===== src/rtl/bpht_pkg.sv =====
package bpht_pkg;

    typedef enum logic [1:0] {
        RES_IDLE  = 2'd0,
        RES_AGREE = 2'd1,
        RES_FLIP  = 2'd2
    } res_kind_e;

endpackage


===== src/rtl/bpht_store.sv =====
module bpht_store #(
    parameter int IDX_W = 6,
    localparam int DEPTH = 1 << IDX_W
) (
    input  logic             clk,
    input  logic             rst_n,
    input  logic             wr_en,
    input  logic [IDX_W-1:0] wr_idx,
    input  logic             wr_bit,
    output logic [DEPTH-1:0] hist_q
);

    for (genvar g = 0; g < DEPTH; g++) begin : g_slot
        always_ff @(posedge clk or negedge rst_n) begin
            if (!rst_n) begin
                hist_q[g] <= 1'b0;
            end else if (wr_en && (wr_idx == IDX_W'(g))) begin
                hist_q[g] <= wr_bit;
            end
        end
    end

endmodule


===== src/rtl/bpht_lookup.sv =====
module bpht_lookup #(
    parameter int ADDR_W = 32,
    parameter int IDX_W  = 6,
    localparam int DEPTH = 1 << IDX_W
) (
    input  logic [DEPTH-1:0]  hist_q,
    input  logic [ADDR_W-1:0] pc,
    input  logic [ADDR_W-1:0] target,
    output logic              pred,
    output logic [ADDR_W-1:0] next_pc
);

    logic [IDX_W-1:0]  slot;
    logic [ADDR_W-1:0] seq_pc;

    always_comb begin
        slot    = pc[IDX_W+1:2];
        seq_pc  = pc + ADDR_W'(4);
        pred    = hist_q[slot];
        next_pc = pred ? target : seq_pc;
    end

endmodule


===== src/rtl/bpht_resolve.sv =====
module bpht_resolve
    import bpht_pkg::*;
#(
    parameter int ADDR_W = 32,
    parameter int IDX_W  = 6,
    localparam int DEPTH = 1 << IDX_W
) (
    input  logic [DEPTH-1:0]  hist_q,
    input  logic              valid,
    input  logic [ADDR_W-1:0] pc,
    input  logic              taken,
    input  logic [ADDR_W-1:0] target,
    output res_kind_e         kind,
    output logic              wr_en,
    output logic [IDX_W-1:0]  wr_idx,
    output logic              wr_bit,
    output logic              flush,
    output logic [ADDR_W-1:0] redirect_pc
);

    logic stored;

    always_comb begin
        wr_idx = pc[IDX_W+1:2];
        stored = hist_q[wr_idx];
        if (!valid) begin
            kind = RES_IDLE;
        end else if (stored == taken) begin
            kind = RES_AGREE;
        end else begin
            kind = RES_FLIP;
        end
    end

    always_comb begin
        wr_en       = 1'b0;
        wr_bit      = stored;
        flush       = 1'b0;
        redirect_pc = pc + ADDR_W'(4);
        unique case (kind)
            RES_IDLE: begin
            end
            RES_AGREE: begin
            end
            RES_FLIP: begin
                wr_en       = 1'b1;
                wr_bit      = ~stored;
                flush       = 1'b1;
                redirect_pc = taken ? target : pc + ADDR_W'(4);
            end
            default: begin
            end
        endcase
    end

endmodule


===== src/rtl/branch_hist_predictor.sv =====
module branch_hist_predictor
    import bpht_pkg::*;
#(
    parameter int ADDR_W = 32,
    parameter int IDX_W  = 6
) (
    input  logic              clk,
    input  logic              rst_n,
    input  logic [ADDR_W-1:0] look_pc,
    input  logic [ADDR_W-1:0] look_target,
    output logic              pred_taken,
    output logic [ADDR_W-1:0] next_pc,
    input  logic              upd_valid,
    input  logic [ADDR_W-1:0] upd_pc,
    input  logic              upd_taken,
    input  logic [ADDR_W-1:0] upd_target,
    output logic              flush,
    output logic [ADDR_W-1:0] redirect_pc
);

    localparam int DEPTH = 1 << IDX_W;

    logic [DEPTH-1:0] hist_q;
    logic             wr_en;
    logic [IDX_W-1:0] wr_idx;
    logic             wr_bit;
    res_kind_e        res_kind;

    bpht_store #(.IDX_W(IDX_W)) u_store (
        .clk    (clk),
        .rst_n  (rst_n),
        .wr_en  (wr_en),
        .wr_idx (wr_idx),
        .wr_bit (wr_bit),
        .hist_q (hist_q)
    );

    bpht_lookup #(.ADDR_W(ADDR_W), .IDX_W(IDX_W)) u_lookup (
        .hist_q  (hist_q),
        .pc      (look_pc),
        .target  (look_target),
        .pred    (pred_taken),
        .next_pc (next_pc)
    );

    bpht_resolve #(.ADDR_W(ADDR_W), .IDX_W(IDX_W)) u_resolve (
        .hist_q      (hist_q),
        .valid       (upd_valid),
        .pc          (upd_pc),
        .taken       (upd_taken),
        .target      (upd_target),
        .kind        (res_kind),
        .wr_en       (wr_en),
        .wr_idx      (wr_idx),
        .wr_bit      (wr_bit),
        .flush       (flush),
        .redirect_pc (redirect_pc)
    );

endmodule


===== config.mk =====
export PLATFORM = sky130hd
export DESIGN_NAME = branch_hist_predictor
export DESIGN_NICKNAME = d
export VERILOG_FILES = /design/src/rtl/bpht_pkg.sv /design/src/rtl/bpht_store.sv /design/src/rtl/bpht_lookup.sv /design/src/rtl/bpht_resolve.sv /design/src/rtl/branch_hist_predictor.sv
export SDC_FILE = /design/constraint.sdc
export NUM_CORES = 1
export LEC_CHECK = 0
export CORE_MARGIN = 10
export CORE_UTILIZATION = 50
export DETAILED_ROUTE_END_ITERATION = 8
export GPL_TIMING_DRIVEN = 0
export PLACE_DENSITY_LB_ADDON = 0.25
export SYNTH_ARGS = -nofsm -noshare
export SYNTH_HDL_FRONTEND = slang
export SYNTH_SLANG_ARGS = --single-unit
export TNS_END_PERCENT = 50

===== constraint.sdc =====
create_clock -name clk -period 9.4 [get_ports clk]
set_clock_uncertainty 0.2 [all_clocks]
set_input_delay 1.88 -clock clk [delete_from_list [all_inputs] [get_ports clk]]
set_output_delay 1.88 -clock clk [all_outputs]
set_load 0.1 [all_outputs]

---- After elaboration in Yosys (flattened, before gate mapping) ----
Index checks and enable logic that the tools add are counted.
storage, ports and cells
  output and inout bits ................... 66
  register bits after elaboration ......... 64
  bits of input ports ..................... 132
operators by class
  bitwise logic cells ..................... 1
  multiplexer cells ....................... 11
  equality and inequality tests ........... 65
  $lt $le $gt $ge ......................... 2
  reduce and logical (&&, ||, !) cells .... 65
  add/subtract/negate cells ............... 2
operators with widths
  operator                                              count
  equality test 6 bit (second input constant)           32
  equality test 6 x 5 -> 1 bit (second input constant)  16
  2-to-1 mux 32 bit                                     3
  adder 32 x 3 -> 32 bit (second input constant)        2
  logical AND 1 bit                                     64
  equality test 6 x 4 -> 1 bit (second input constant)  8
  equality test 6 x 3 -> 1 bit (second input constant)  4
  < comparator 6 x 7 -> 1 bit (second input constant)   2
  binary-select mux 1 bit (select 6 bit)                2
  equality test 6 x 2 -> 1 bit (second input constant)  2
  equality test 6 x 1 -> 1 bit (second input constant)  1
  zero test 6 bit                                       1
  2-to-1 mux 1 bit                                      4
  2-to-1 mux 2 bit                                      2
  equality test 2 bit (second input constant)           1
  equality test 1 bit                                   1
  NOT 1 bit                                             1

---- Logic depth before layout (Yosys ltp) ----
  depth after elaboration ................. 8
  gate-level depth with buffers ........... 10
  mapped depth without buffers ............ 7

---- Cells and area by module ----
From an unflattened synthesis, not the netlist that was laid out.
second synthesis, totals
  cell total of the unflattened synthesis .. 604
  area, all modules ....................... 6145.9 um^2
modules (own cells, without submodules)
  module        cells each  area each (um^2)  sequential area each (um^2)  times used
  bpht_store    231         2886.5            1601.5                       1
  bpht_resolve  177         1699.1            0.0                          1
  bpht_lookup   196         1560.2            0.0                          1

---- Least setup slack after synthesis ----
Ideal clock, no wire load.
  path kind ............................... input port to output port
  from .................................... in look_pc[2]
  to ...................................... out next_pc[2]
  data required time ...................... 7320 ps
  cell stages on the path ................. 7
  buffers on the path ..................... 2
  arrival ................................. 5387 ps
  setup slack ............................. 1933 ps
  path through ............................ buf_6 -> mux4_1 -> mux2_2 -> mux4_2 -> a22oi_4 -> buf_6 -> mux2i_1
on the way
  cells in the longest elaborated chain, start to end .. 3
  elaborated cells between the ends (all ways) .. 4
  classes of those cells .................. add/sub: 1; mux: 3
RTL lines
  item                                                            RTL line                     source
  start, declared                                                 branch_hist_predictor.sv:9   input logic [ADDR_W-1:0] look_pc,
  branches (longest 2 deep; another with adder 32 x 3 -> 32 bit)  -
  2-to-1 mux 32 bit *                                             bpht_lookup.sv:20            next_pc = pred ? target : seq_pc;
  end, declared                                                   branch_hist_predictor.sv:12  output logic [ADDR_W-1:0] next_pc,
Mark *: on every way between the ends. The select of a mux whose other input is x is not followed.

---- Worst setup path in the final report ----
  from .................................... in upd_pc[3]
  to ...................................... out redirect_pc[16]
on the way
  cells in the longest elaborated chain, start to end .. 7
  elaborated cells between the ends (all ways) .. 9
  classes of those cells .................. add/sub: 1; eq/ne: 2; mux: 6
RTL lines
  item                                    RTL line                     source
  start, declared                         branch_hist_predictor.sv:14  input logic [ADDR_W-1:0] upd_pc,
  binary-select mux 1 bit (select 6 bit)  bpht_resolve.sv:25           stored = hist_q[wr_idx];
  2-to-1 mux 1 bit (implied by the code)  bpht_resolve.sv:25
  equality test 1 bit                     bpht_resolve.sv:28           end else if (stored == taken) begin
  2-to-1 mux 2 bit                        bpht_resolve.sv:28
  2-to-1 mux 2 bit                        bpht_resolve.sv:26           if (!valid) begin
  equality test 2 bit                     bpht_resolve.sv:40           unique case (kind)
  2-to-1 mux 32 bit *                     bpht_resolve.sv:40
  end, declared                           branch_hist_predictor.sv:18  output logic [ADDR_W-1:0] redirect_pc
Every way passes the cells marked *; elsewhere a longest branch is shown, timed or not. The select of a mux whose other input is x is not followed.

==> impl_results.md <==
* Status: complete, no violations
* Fin Hold WS at roughly 0.37 ns
* DR pass1 iterations at 5
* DP Area at 8376 um2
* Clock Power Share at about 30%
* Synth Cell Area at 6206 um2
* Fill count at around 910
* Setup repair bufs after CTS at 0
* Layout cells sized above 1 at between 10% and 20%
* Tmin final at 8.772 ns
* Worst R2R Setup Slack at 6.21 ns
* Post-CTS sizing at 0
* CP max stage delay at 0.99 ns
* Vias at 6,925
* Site row count at 40
* Commonest cells post-synth: o21ai_0 (118), dfrtp_1 (64), nand2_1 (48)
* Core box area at between 10,000 and 15,000 um2
* Total CTS buffers at 9
* Slew HR at between 20% and 30%
* Largest registers: u_store.hist_q x64
* CTS tree: built
* P_leak at 3.065 nW
* Largest register by flop count: u_store.hist_q
* I/O pin count at 198
* Final non-filler cell area at 8665 um2
* Antenna diodes at 0
* Hold Buf Count CTS at 0
* Gate power share at between 40% and 50%
* Max reg flops at between 60 and 70
* Port Buffer Count at ~200
* Worst hold endpoint: u_store.hist_q[0]
* P per Cell Area at roughly 130 nW/um2
* Setup ws final at 0.6276 ns
* Largest net degree at the start of global routing at 65
* Initial Util at 51.45%
* Ys Warns at 0
* Number of vias per cell at 6.490
* Asr flop ratio synth at 100.0%
* Final WL at 26,770 um
* Slowest-stage cell, CP: clkdlybuf4s50_1
* Type of the most critical hold path: reg2reg
* Wire per inst at about 25 um
* Reg2reg end: u_store.hist_q[18]
* Vias in the first global route at 6,826
* GRT Residual Overflow at 0
* WP data arrival at approximately 6.7 ns
* Hold Path Depth at 2
* Tightest Pin Transition at 1.147 ns
* Setup TNS at 0 ns
* Tcrit/Tclk final at 93.32%
* Area Growth Syn to Fin at 39.62%
* Synth Instances at 687
* CP Data Required Time at 7.32 ns
* Count of cell types in the netlist at 44
* Count leader, synth: o21ai_0
* Top-area cell type share of the netlist area at 25.81%
* Area leader, netlist: dfrtp_1
* Part of the power in registers at 25.8%
* Synth Flop Type: dfrtp_1
* Setup WS pre-CTS at 0.7416 ns
* DRC violations left at 0
* Int Power at 639.4 uW
* P_sw at 450.8 uW
* GR Util All Layers at 29.50%
* CTS clock-pin slew for the worst setup and hold paths at approximately 0.060 ns
* # H-tree levels at 3
* Chip Height at roughly 130 um
* Fin. max-slew vios at 0
* Synth area leaders: dfrtp_1 (26%), o21ai_0 (9.5%), mux2_2 (7.4%), mux2_4 (6.8%), mux4_2 (6.5%)
* Root buf cell: clkbuf_16
* GPL Wtd Cong at a little over 1
* Worst r2r src: u_store.hist_q[31]
* Final Hold Fails at 0
* Maximum clock rate at roughly 110 MHz
* Maximum vdd drop at 0.09091 mV
* Post-synth EDFFs at 0
* Switching part of the total at between 40% and 50%
* Max-cap violations at 0
* RSZ-0062 raised after global routing: false
* Layout Nets at around 1,000
* Placed Cells at 1,051
* Detail Route Antenna Nets at 0
* # setup viols final at 0
* Worst Hold Launch: u_store.hist_q[0]
* Syn_nets at 824
* Sink Count at 64
* Initial antenna violation count at 0
* Final cell count without fillers at 1,067
* CP cell instances: clkdlybuf4s50_1 > clkbuf_1 > mux4_2 > nand3_1 > o311ai_0 > nor3_2 > a22o_1 > buf_2 > buf_2 > mux2_2 > clkdlybuf4s50_1
* Critical Path End Type: output port
* Post-synthesis sequential area ratio at 25.81%
* Worst-Skew Late Latency at 0.33 ns
* Die ar. at 17,270 um2
* R2R cell count at 7
* Syn avg cell area at about 9 um2
* First-pass GRT wire length at roughly 41,000 um
* Post-DP HPWL at 21,080 um
* WS Path Type: in2out
* First DRT Iteration DRCs at 796
* Die Wd at 131.4 um
* CTS Buffer Depth at 2
* CP max FO at 10
* Post-synthesis register bit count at 64
* Setup crit start kind: primary input
==> critical path: cells and delay by family <==
family                 cells  cell delay [ns]
AO/OA/AOI/OAI              2             0.39
buffers and inverters      5             2.88
multiplexers               2             0.81
AND/OR/NAND/NOR            2             0.73
==> kinds of logic after synthesis <==
family / after synthesis / synth area share, %
buffers and inverters: 66 / 4.939
AO/OA/AOI/OAI: 205 / 18.53
AND/OR/NAND/NOR: 181 / 14.74
adder cells (fa/ha/maj): 5 / 1.008
multiplexers: 110 / 27.08
XOR/XNOR: 56 / 7.903
flip-flops: 64 / 25.81
==> area by class of cell <==
type / count / area, um2 / share of cell area [%]
inverter: 19 / 71.32 / 0.8231
buffer: 47 / 235.2 / 2.715
clock buffer: 10 / 229.0 / 2.643
timing repair buffer: 196 / 1959 / 22.61
clock inverter: 6 / 60.06 / 0.6931
tap: 168 / 210.2 / 2.426
sequential: 64 / 1602 / 18.48
multi-input combinational: 557 / 4298 / 49.60
==> worst max-delay path by stage <==
stage / cells past startpoint / from / end / slack, ns
after floorplan: 7 / look_pc[2] / next_pc[2] / 1.93
after global placement: 11 / upd_pc[3] / redirect_pc[21] / 0.76
after detailed placement: 11 / upd_pc[3] / redirect_pc[16] / 0.74
after CTS: 11 / upd_pc[3] / redirect_pc[16] / 0.73
after global routing: 11 / upd_pc[3] / redirect_pc[19] / 0.47
final: 11 / upd_pc[3] / redirect_pc[16] / 0.63
==> routing by layer <==
metal	part of all wire (%)	vias to the layer above	track usage [%]
li1	-	3005	-
met1	37	3328	34.82
met2	50	506	51.37
met3	9.7	86	5.983
met4	3.8	0	11.43
met5	0	-	0
==> power groups by stage <==
stage               combinational, mW  sequential, mW  clock (mW)
floorplan                       0.318           0.285           0
global placement                0.471           0.286           0
detailed placement              0.476           0.286           0
CTS                             0.477           0.281       0.326
global route                    0.497           0.282       0.338
finish                          0.480           0.282       0.328
==> through the flow <==
step	power [mW]	util, %
finish	1.090	71.84
global route	1.117	71.84
CTS	1.085	71.84
detailed placement	0.7622	69.44
global placement	0.7567	69.46
floorplan	0.6028	-
==> cell usage in the layout, fill, tap and decap left out, types with 19 or more instances in the layout <==
master / Yosys / final
nand2_1: 48 / 48
xor2_1: 20 / 20
xnor2_1: 36 / 36
nand3_1: 29 / 29
a21oi_1: 29 / 29
o21ai_0: 118 / 118
a31oi_1: 35 / 35
nor2_1: 26 / 26
mux2_4: 28 / 28
clkbuf_1: 28 / 29
mux2_2: 41 / 41
dfrtp_1: 64 / 64
inv_1: 19 / 19
clkdlybuf4s50_1: 0 / 195
Note: power is estimated with default switching activity, not from simulation.
